**config.mk**
```make
export PLATFORM = sky130hd
export DESIGN_NAME = irq_unit
export DESIGN_NICKNAME = d
export VERILOG_FILES = /design/src/rtl/irq_pkg.sv /design/src/rtl/irq_regs.sv /design/src/rtl/irq_status.sv /design/src/rtl/irq_drive.sv /design/src/rtl/irq_unit.sv
export SDC_FILE = /design/constraint.sdc
export NUM_CORES = 1
export LEC_CHECK = 0
export BUFFER_PORTS_ARGS = -buffer_cell sky130_fd_sc_hd__clkbuf_2
export CORE_ASPECT_RATIO = 1.1
export CORE_MARGIN = 2
export CORE_UTILIZATION = 42
export CTS_CLUSTER_DIAMETER = 100
export DETAILED_ROUTE_END_ITERATION = 8
export GPL_TIMING_DRIVEN = 0
export PLACE_DENSITY = 0.83
export SYNTH_ARGS = -nofsm -noshare
export SYNTH_HDL_FRONTEND = slang
export SYNTH_SLANG_ARGS = --single-unit
export TNS_END_PERCENT = 50
```
**constraint.sdc**
```tcl
create_clock -name clk -period 3.5 [get_ports clk]
set_input_delay 0.7 -clock clk [delete_from_list [all_inputs] [get_ports clk]]
set_output_delay 0.7 -clock clk [all_outputs]
set_load 0.05 [all_outputs]
```
**src/rtl/irq_pkg.sv**
```systemverilog
// Shared constants for the interrupt unit: register offsets, source bit
// positions, writable masks and the output-mode encoding.
// Assumes a 32-bit register bus with byte offsets.
package irq_pkg;
    localparam int DATA_W   = 32;
    localparam int NSRC     = 4;
    localparam int OFS_EN   = 'h08;
    localparam int OFS_VEC  = 'h0C;
    localparam int OFS_STAT = 'h10;
    localparam int OFS_CAP  = 'h14;
    localparam int BIT_GIE  = 31;
    localparam int MODE_LSB = 3;
    localparam int SRC_POS [NSRC] = '{0, 1, 2, 7};
    localparam logic [DATA_W-1:0] SRC_MASK = 32'h0000_0087;
    localparam logic [DATA_W-1:0] EN_MASK  = 32'h8000_009F;
    localparam logic [DATA_W-1:0] CAP_WORD = 32'h0000_01FF;

    typedef enum logic [1:0] {
        MODE_LVL_HI = 2'b00,
        MODE_LVL_LO = 2'b01,
        MODE_RISE   = 2'b10,
        MODE_FALL   = 2'b11
    } irq_mode_e;
endpackage

```
**src/rtl/irq_regs.sv**
```systemverilog
// Enable and vector registers of the interrupt unit.
// Assumes a single-cycle write strobe; only mask bits of enable are stored.
module irq_regs
    import irq_pkg::*;
#(
    parameter int ADDR_W = 8,
    parameter int VEC_W  = 4
) (
    input  logic              clk,
    input  logic              rst_n,
    input  logic              wr,
    input  logic [ADDR_W-1:0] addr,
    input  logic [DATA_W-1:0] wdata,
    output logic [DATA_W-1:0] en_q,
    output logic [VEC_W-1:0]  vec_q
);
    // Enable register: stores writable bits only.
    always_ff @(posedge clk) begin
        if (!rst_n)
            en_q <= '0;
        else if (wr && addr == ADDR_W'(OFS_EN))
            en_q <= wdata & EN_MASK;
    end

    // Vector register: keeps the low bits of the last value written.
    always_ff @(posedge clk) begin
        if (!rst_n)
            vec_q <= '0;
        else if (wr && addr == ADDR_W'(OFS_VEC))
            vec_q <= wdata[VEC_W-1:0];
    end
endmodule

```
**src/rtl/irq_status.sv**
```systemverilog
// Sticky per-source status bits with write-one-to-clear.
// Assumes a set and a clear in one cycle resolve to set.
module irq_status #(
    parameter int N = 4
) (
    input  logic         clk,
    input  logic         rst_n,
    input  logic [N-1:0] ev,
    input  logic [N-1:0] clr,
    output logic [N-1:0] stat_q
);
    for (genvar i = 0; i < N; i++) begin : g_src
        // One latched bit per source; event wins over clear.
        always_ff @(posedge clk) begin
            if (!rst_n)
                stat_q[i] <= 1'b0;
            else if (ev[i])
                stat_q[i] <= 1'b1;
            else if (clr[i])
                stat_q[i] <= 1'b0;
        end
    end
endmodule

```
**src/rtl/irq_drive.sv**
```systemverilog
// Shapes the pending condition into the interrupt line for the chosen mode.
// Assumes pend is a registered-domain signal; output is registered.
module irq_drive
    import irq_pkg::*;
(
    input  logic      clk,
    input  logic      rst_n,
    input  logic      pend,
    input  irq_mode_e mode,
    output logic      irq_out
);
    logic pend_d;
    logic rise;

    // Detect a 0-to-1 change of the pending condition.
    always_comb rise = pend && !pend_d;

    // Remember pending and register the shaped line.
    always_ff @(posedge clk) begin
        if (!rst_n) begin
            pend_d  <= 1'b0;
            irq_out <= 1'b0;
        end else begin
            pend_d <= pend;
            unique case (mode)
                MODE_LVL_HI: irq_out <= pend;
                MODE_LVL_LO: irq_out <= !pend;
                MODE_RISE:   irq_out <= rise;
                MODE_FALL:   irq_out <= !rise;
            endcase
        end
    end
endmodule

```
**src/rtl/irq_unit.sv**
```systemverilog
// Top of the interrupt unit: register decode, status latching, gating and
// line shaping. Assumes reads are combinational on the offset presented.
module irq_unit
    import irq_pkg::*;
#(
    parameter int ADDR_W = 8,
    parameter int VEC_W  = 4
) (
    input  logic              clk,
    input  logic              rst_n,
    input  logic              reg_wr,
    input  logic [ADDR_W-1:0] reg_addr,
    input  logic [DATA_W-1:0] reg_wdata,
    output logic [DATA_W-1:0] reg_rdata,
    input  logic              ev_data_avail,
    input  logic              ev_sts_valid,
    input  logic              ev_loc_change,
    input  logic              ev_cmd_ready,
    output logic              irq_out
);
    logic [DATA_W-1:0] en_q;
    logic [VEC_W-1:0]  vec_q;
    logic [NSRC-1:0]   ev_vec;
    logic [NSRC-1:0]   clr_vec;
    logic [NSRC-1:0]   stat_q;
    logic [DATA_W-1:0] stat_word;
    logic              pend;
    irq_mode_e         mode;

    irq_regs #(.ADDR_W(ADDR_W), .VEC_W(VEC_W)) u_regs (
        .clk(clk), .rst_n(rst_n), .wr(reg_wr), .addr(reg_addr),
        .wdata(reg_wdata), .en_q(en_q), .vec_q(vec_q)
    );

    // Gather event pulses in source order.
    always_comb ev_vec = {ev_cmd_ready, ev_loc_change, ev_sts_valid, ev_data_avail};

    // Status clear strobes and status word at their bit positions.
    always_comb begin
        stat_word = '0;
        for (int i = 0; i < NSRC; i++) begin
            clr_vec[i] = reg_wr && reg_addr == ADDR_W'(OFS_STAT) && reg_wdata[SRC_POS[i]];
            stat_word[SRC_POS[i]] = stat_q[i];
        end
    end

    irq_status #(.N(NSRC)) u_stat (
        .clk(clk), .rst_n(rst_n), .ev(ev_vec), .clr(clr_vec), .stat_q(stat_q)
    );

    // Pending condition and mode selection from the enable register.
    always_comb begin
        pend = en_q[BIT_GIE] && |(stat_word & en_q & SRC_MASK);
        mode = irq_mode_e'(en_q[MODE_LSB +: 2]);
    end

    irq_drive u_drv (
        .clk(clk), .rst_n(rst_n), .pend(pend), .mode(mode), .irq_out(irq_out)
    );

    // Read mux over the mapped offsets.
    always_comb begin
        unique case (reg_addr)
            ADDR_W'(OFS_EN):   reg_rdata = en_q;
            ADDR_W'(OFS_VEC):  reg_rdata = DATA_W'(vec_q);
            ADDR_W'(OFS_STAT): reg_rdata = stat_word;
            ADDR_W'(OFS_CAP):  reg_rdata = CAP_WORD;
            default:           reg_rdata = '0;
        endcase
    end
endmodule

```
# [Word level (Yosys, flattened, before mapping)]
# Index checks and enable logic that the tools add are counted.
[word_totals] regBits=17 input_bits=47 out_inout_bits=33 wordCells=44
[op_classes] n_eq_ne=7 mux=10 bitwise_logic=1 reduce_logical=18
[op_table] op="case mux 32 bit (4 select lines)" n=1
[op_table] op="== test 8 x 4 -> 1 bit (second input constant)" n=2
[op_table] op="== test 8 x 5 -> 1 bit (second input constant)" n=2
[op_table] op="logical AND 1 bit" n=9
[op_table] op="AND 8 bit" n=1
[op_table] op="2-to-1 mux 1 bit" n=8
[op_table] op="nonzero test 2 bit" n=4
[op_table] op="== test 2 bit (second input constant)" n=2
[op_table] op="case mux 1 bit (4 select lines)" n=1
[op_table] op="OR reduction 4 bit" n=1
[op_table] op="logical NOT 1 bit" n=3
[op_table] op="== test 2 x 1 -> 1 bit (second input constant)" n=1
[op_table] op="logical NOT 2 bit" n=1

# [Longest topological paths before layout]
[depth] depth_word=6 ltp_mapped=4 depth_no_buf=3

# [Cells and area by module]
# Synthesis repeated with hierarchy kept, for this count alone.
[unflattened] hier_cells=160 area_unflattened_um2=1328.8
[modules_own_cells] mod="irq_regs" instances=1 cells_per_inst=74 area_per_inst_um2=656.9 seq_area_each_um2=220.2
[modules_own_cells] mod="irq_unit" instances=1 cells_per_inst=67 area_per_inst_um2=420.4 seq_area_each_um2=0.0
[modules_own_cells] mod="irq_status" instances=1 cells_per_inst=12 area_per_inst_um2=165.2 seq_area_each_um2=80.1
[modules_own_cells] mod="irq_drive" instances=1 cells_per_inst=7 area_per_inst_um2=86.3 seq_area_each_um2=40.0

# [Worst setup path before layout]
# OpenSTA, ideal clock, no wires.
[synth_path] path_type="input port to output port" start="input reg_addr[7]" end="output reg_rdata[0]" t_arrival_ns=2.374 t_required_ns=2.800 setup_slack_ns=0.426 stages=3 path_buffers=0 path_cell_list="or4_4 or3_1 o22ai_1"
[synth_between] elab_chain_cells=2 word_cells_on_any_way=5 cone_classes="eq/ne (4); mux (1)"
[synth_lines] element="from (decl)" line_no="irq_unit.sv:12" text="input logic [ADDR_W-1:0] reg_addr,"
[synth_lines] element="== test 8 x 5 -> 1 bit / == test 8 x 4 -> 1 bit (equally long branches)" line_no="irq_unit.sv:63" text="unique case (reg_addr)"
[synth_lines] element="case mux 32 bit (4 select lines) (*)" line_no="irq_unit.sv:63"
[synth_lines] element="to (decl)" line_no="irq_unit.sv:14" text="output logic [DATA_W-1:0] reg_rdata,"
# Every way passes the cells marked *; elsewhere a longest branch is shown, timed or not.

# [Final worst setup path]
[layout_path] start="input reg_addr[7]" end="output reg_rdata[2]"
# The elaborated chain is that of the path after synthesis.

==> flow_summary.yaml <==
worst_hold_path:
  min_to: "u_regs.vec_q[3]$_SDFFE_PN0P_"
  hp-start: "u_regs.vec_q[3]$_SDFFE_PN0P_"
  hold_class: "reg2reg"
  whs_path_depth: 2
synth:
  synth_flop_cell: "dfxtp_1"
  synth_area_leader_cell: "dfxtp_1"
  async_flop_share_pct: 0
  synth_area_leaders: "dfxtp_1 (32%), buf_4 (17%), mux2i_1 (11%)"
  yosysTopAreaCellShare_pct: 32.30
  synthesis.area_um2: 1054
  synth-edff-count: 0
  synthCells: 129
  synth_seq_cells: 17
  ys_types: 28
  syn_avg_cell_area_um2: 8.167
  yosys_warnings: 0
  synth.yosys.seq_area_share_pct: 32.30
worst_setup_path:
  worstPathArrival_ns: 2.26
  critPathMaxFanout: 4
  worst_ep_required_time_ns: 2.80
  critPathMaxStageDelay_ns: 0.55
  cp_top_family: "simple AND/OR/NAND/NOR gates"
  cpMaxStageDelayCell: "or4_4"
  r2r_cells: 3
  r2r-end: "u_drv.irq_out$_SDFF_PN0_"
  crit_chain: "clkbuf_2, or4_4, or3_1, o22ai_1, clkbuf_2"
  crit_path_end_kind: "output port"
  worst_path_most_repeated_cell: "clkbuf_2"
  crit_buf_inv: 2
  worstSetupPathType: "in2out"
  r2r-start: "u_stat.stat_q[0]$_SDFFE_PN0P_"
  reg2reg_slack_ns: 2.35
  startpoint_type: "primary input"
floorplanning:
  core_area_um2: 2449
  die_w_um: 51.75
  dieArea_um2: 2925
  boundaryPins: 80
  initial_core_util_pct: 43.03
  rows: 19
  dieHeight_um: 56.53
detailed_routing:
  firstDrtPassIters: 4
  vias_per_cell: 4.613
  routedWlPerCell_um: 10.28
  drt-initial-drc-count: 34
  drc_errors: 0
  antenna_left: 0
  vias: 1001
  wl_um: 2231
grt:
  grt_pass1_vias: 835
  grt_usage_pct: 15.80
  grt_pass1_wl_um: 3519
  overflow: 0
  antenna_found_initial: 0
  grt_max_degree: 11
pwr:
  finalPower_mw: 0.4191
  vdd_drop_max_mv: 0.2009
  pwr-share-comb_pct: 26.8
  switchingPower_mw: 0.1455
  clockPowerShare_pct: 25.6
  p_per_area_nw_per_um2: 308.5
  p_seq_share_pct: 47.6
  intPower_mw: 0.2736
  power_leakage_nw: 0.6704
  power_switching_share_pct: 34.71
sta:
  period_share_pct: 84.48
  slew-limit-headroom_pct: 61.96
  hold_violations: 0
  grt_setup_unrepaired: "no"
  min_period_ns: 2.957
  final.setup.tns_ns: 0
  fmax_mhz: 338.2
  tightestPinTransition_ns: 0.5662
  maxSlewViolCount: 0
  finalSetupViolations: 0
  clock_skew_ns: 0.005286
clock_tree:
  cts_tree: "built"
  cts_hold_buf: 0
  clk_latency_ns: 0.29
  numCtsBuffers: 3
  post-cts-setup-buffer-count: 0
  cts_buffer_depth: 2
  clkTransAtPathRegs_ns: 0.10
  cts_sinks: 17
  cts_resized: 0
  cts_root_buf: "clkbuf_4"
  cts_max_level: 1
place:
  place_inst: 213
  hpwl_um: 1773
  placement.io_buffers: 32
  place.gp.congestion: 0.7836
  place_area_um2: 1331
flow_run:
  drv_cap: 0
finish:
  utilization_pct: 55.49
  layout-drive-gt1-share_pct: 34.41
  finalInstanceArea_um2: 1359
  diodes: 0
  final_cell_mix: "clkbuf_2 (32), nand2_1 (24), buf_4 (24)"
  multi_input_area_um2: 566.8
  seq_area_um2: 340.3
  fill_cells: 243
  fin_cells: 217
  final_common_cell: "clkbuf_2"
  final_nets: 234
  syn_to_final_growth_pct: 28.98
outcome:
  status: "completed"
==> routing by layer <==
metal,track usage [%],up-vias,routed length [um]
met5,0,-,0
met4,7.519,0,34
met3,1.596,5,157
met2,25.46,44,1032
met1,20.83,435,1007
li1,-,517,-
==> per-stage QoR <==
| stage | setup slack, ns | hold slack [ns] |
|---|---|---|
| floorplan | 0.4264 | 0.4347 |
| global placement | 0.5696 | 0.4450 |
| detailed placement | 0.5715 | 0.4600 |
| CTS | 0.5667 | 0.4740 |
| global route | 0.5187 | 0.5089 |
| finish | 0.5432 | 0.4729 |
==> worst register-to-register path, delay by kind of cell, from the launching register on <==
kind / cells / cell delay (ns)
AOI/OAI and AO/OA: 2 / 0.50
muxes: 1 / 0.21
DFF: 1 / 0.37
==> kinds of logic after synthesis <==
kind of cell	after synthesis	synth area share [%]
AND/OR/NAND/NOR	39	18.29
buffers and inverters	34	21.38
AO/OA/AOI/OAI	25	15.20
flip-flops	17	32.30
multiplexers	13	12.47
other	1	0.3560
==> area by class of cell <==
cell class	instances	share of cell area, %
Buffer	29	15.19
Clock buffer	3	1.657
Clock inverter	1	0.3683
Inverter	5	1.381
Multi-Input combinational cell	99	41.71
Sequential cell	17	25.05
Tap cell	31	2.855
Timing Repair Buffer	32	11.79
==> state kept, by name, summed over array words and instances (netlist names) <==
name / count
u_drv.irq_out: 1
u_drv.pend_d: 1
u_regs.en_q: 7
u_regs.vec_q: 4
u_stat.stat_q: 4
==> worst max-delay path by stage <==
| stage | from | end | slack [ns] | depth (start not counted) |
|---|---|---|---|---|
| after global placement | reg_addr[7] | reg_rdata[2] | 0.57 | 5 |
| after global routing | reg_addr[7] | reg_rdata[2] | 0.52 | 5 |
| after floorplan | reg_addr[7] | reg_rdata[0] | 0.43 | 3 |
| after CTS | reg_addr[7] | reg_rdata[2] | 0.57 | 5 |
| after detailed placement | reg_addr[7] | reg_rdata[2] | 0.57 | 5 |
| final | reg_addr[7] | reg_rdata[2] | 0.54 | 5 |
==> power by group through the flow <==
stage | combinational (mW) | clock (mW) | sequential [mW]
CTS | 0.111 | 0.108 | 0.199
floorplan | 0.0907 | 0 | 0.203
finish | 0.112 | 0.107 | 0.200
detailed placement | 0.111 | 0 | 0.204
global placement | 0.110 | 0 | 0.204
global route | 0.120 | 0.112 | 0.200
==> synthesized netlist by cell type, types with 3 or more instances <==
cell type and number:
buf_4 24, nand2_1 24, dfxtp_1 17, mux2i_1 12, a21oi_1 7, a22oi_1 5, inv_1 5, o21ai_0 5
a41oi_1 4, clkbuf_1 4, o22ai_1 3
(Power assumes the default switching activity.)
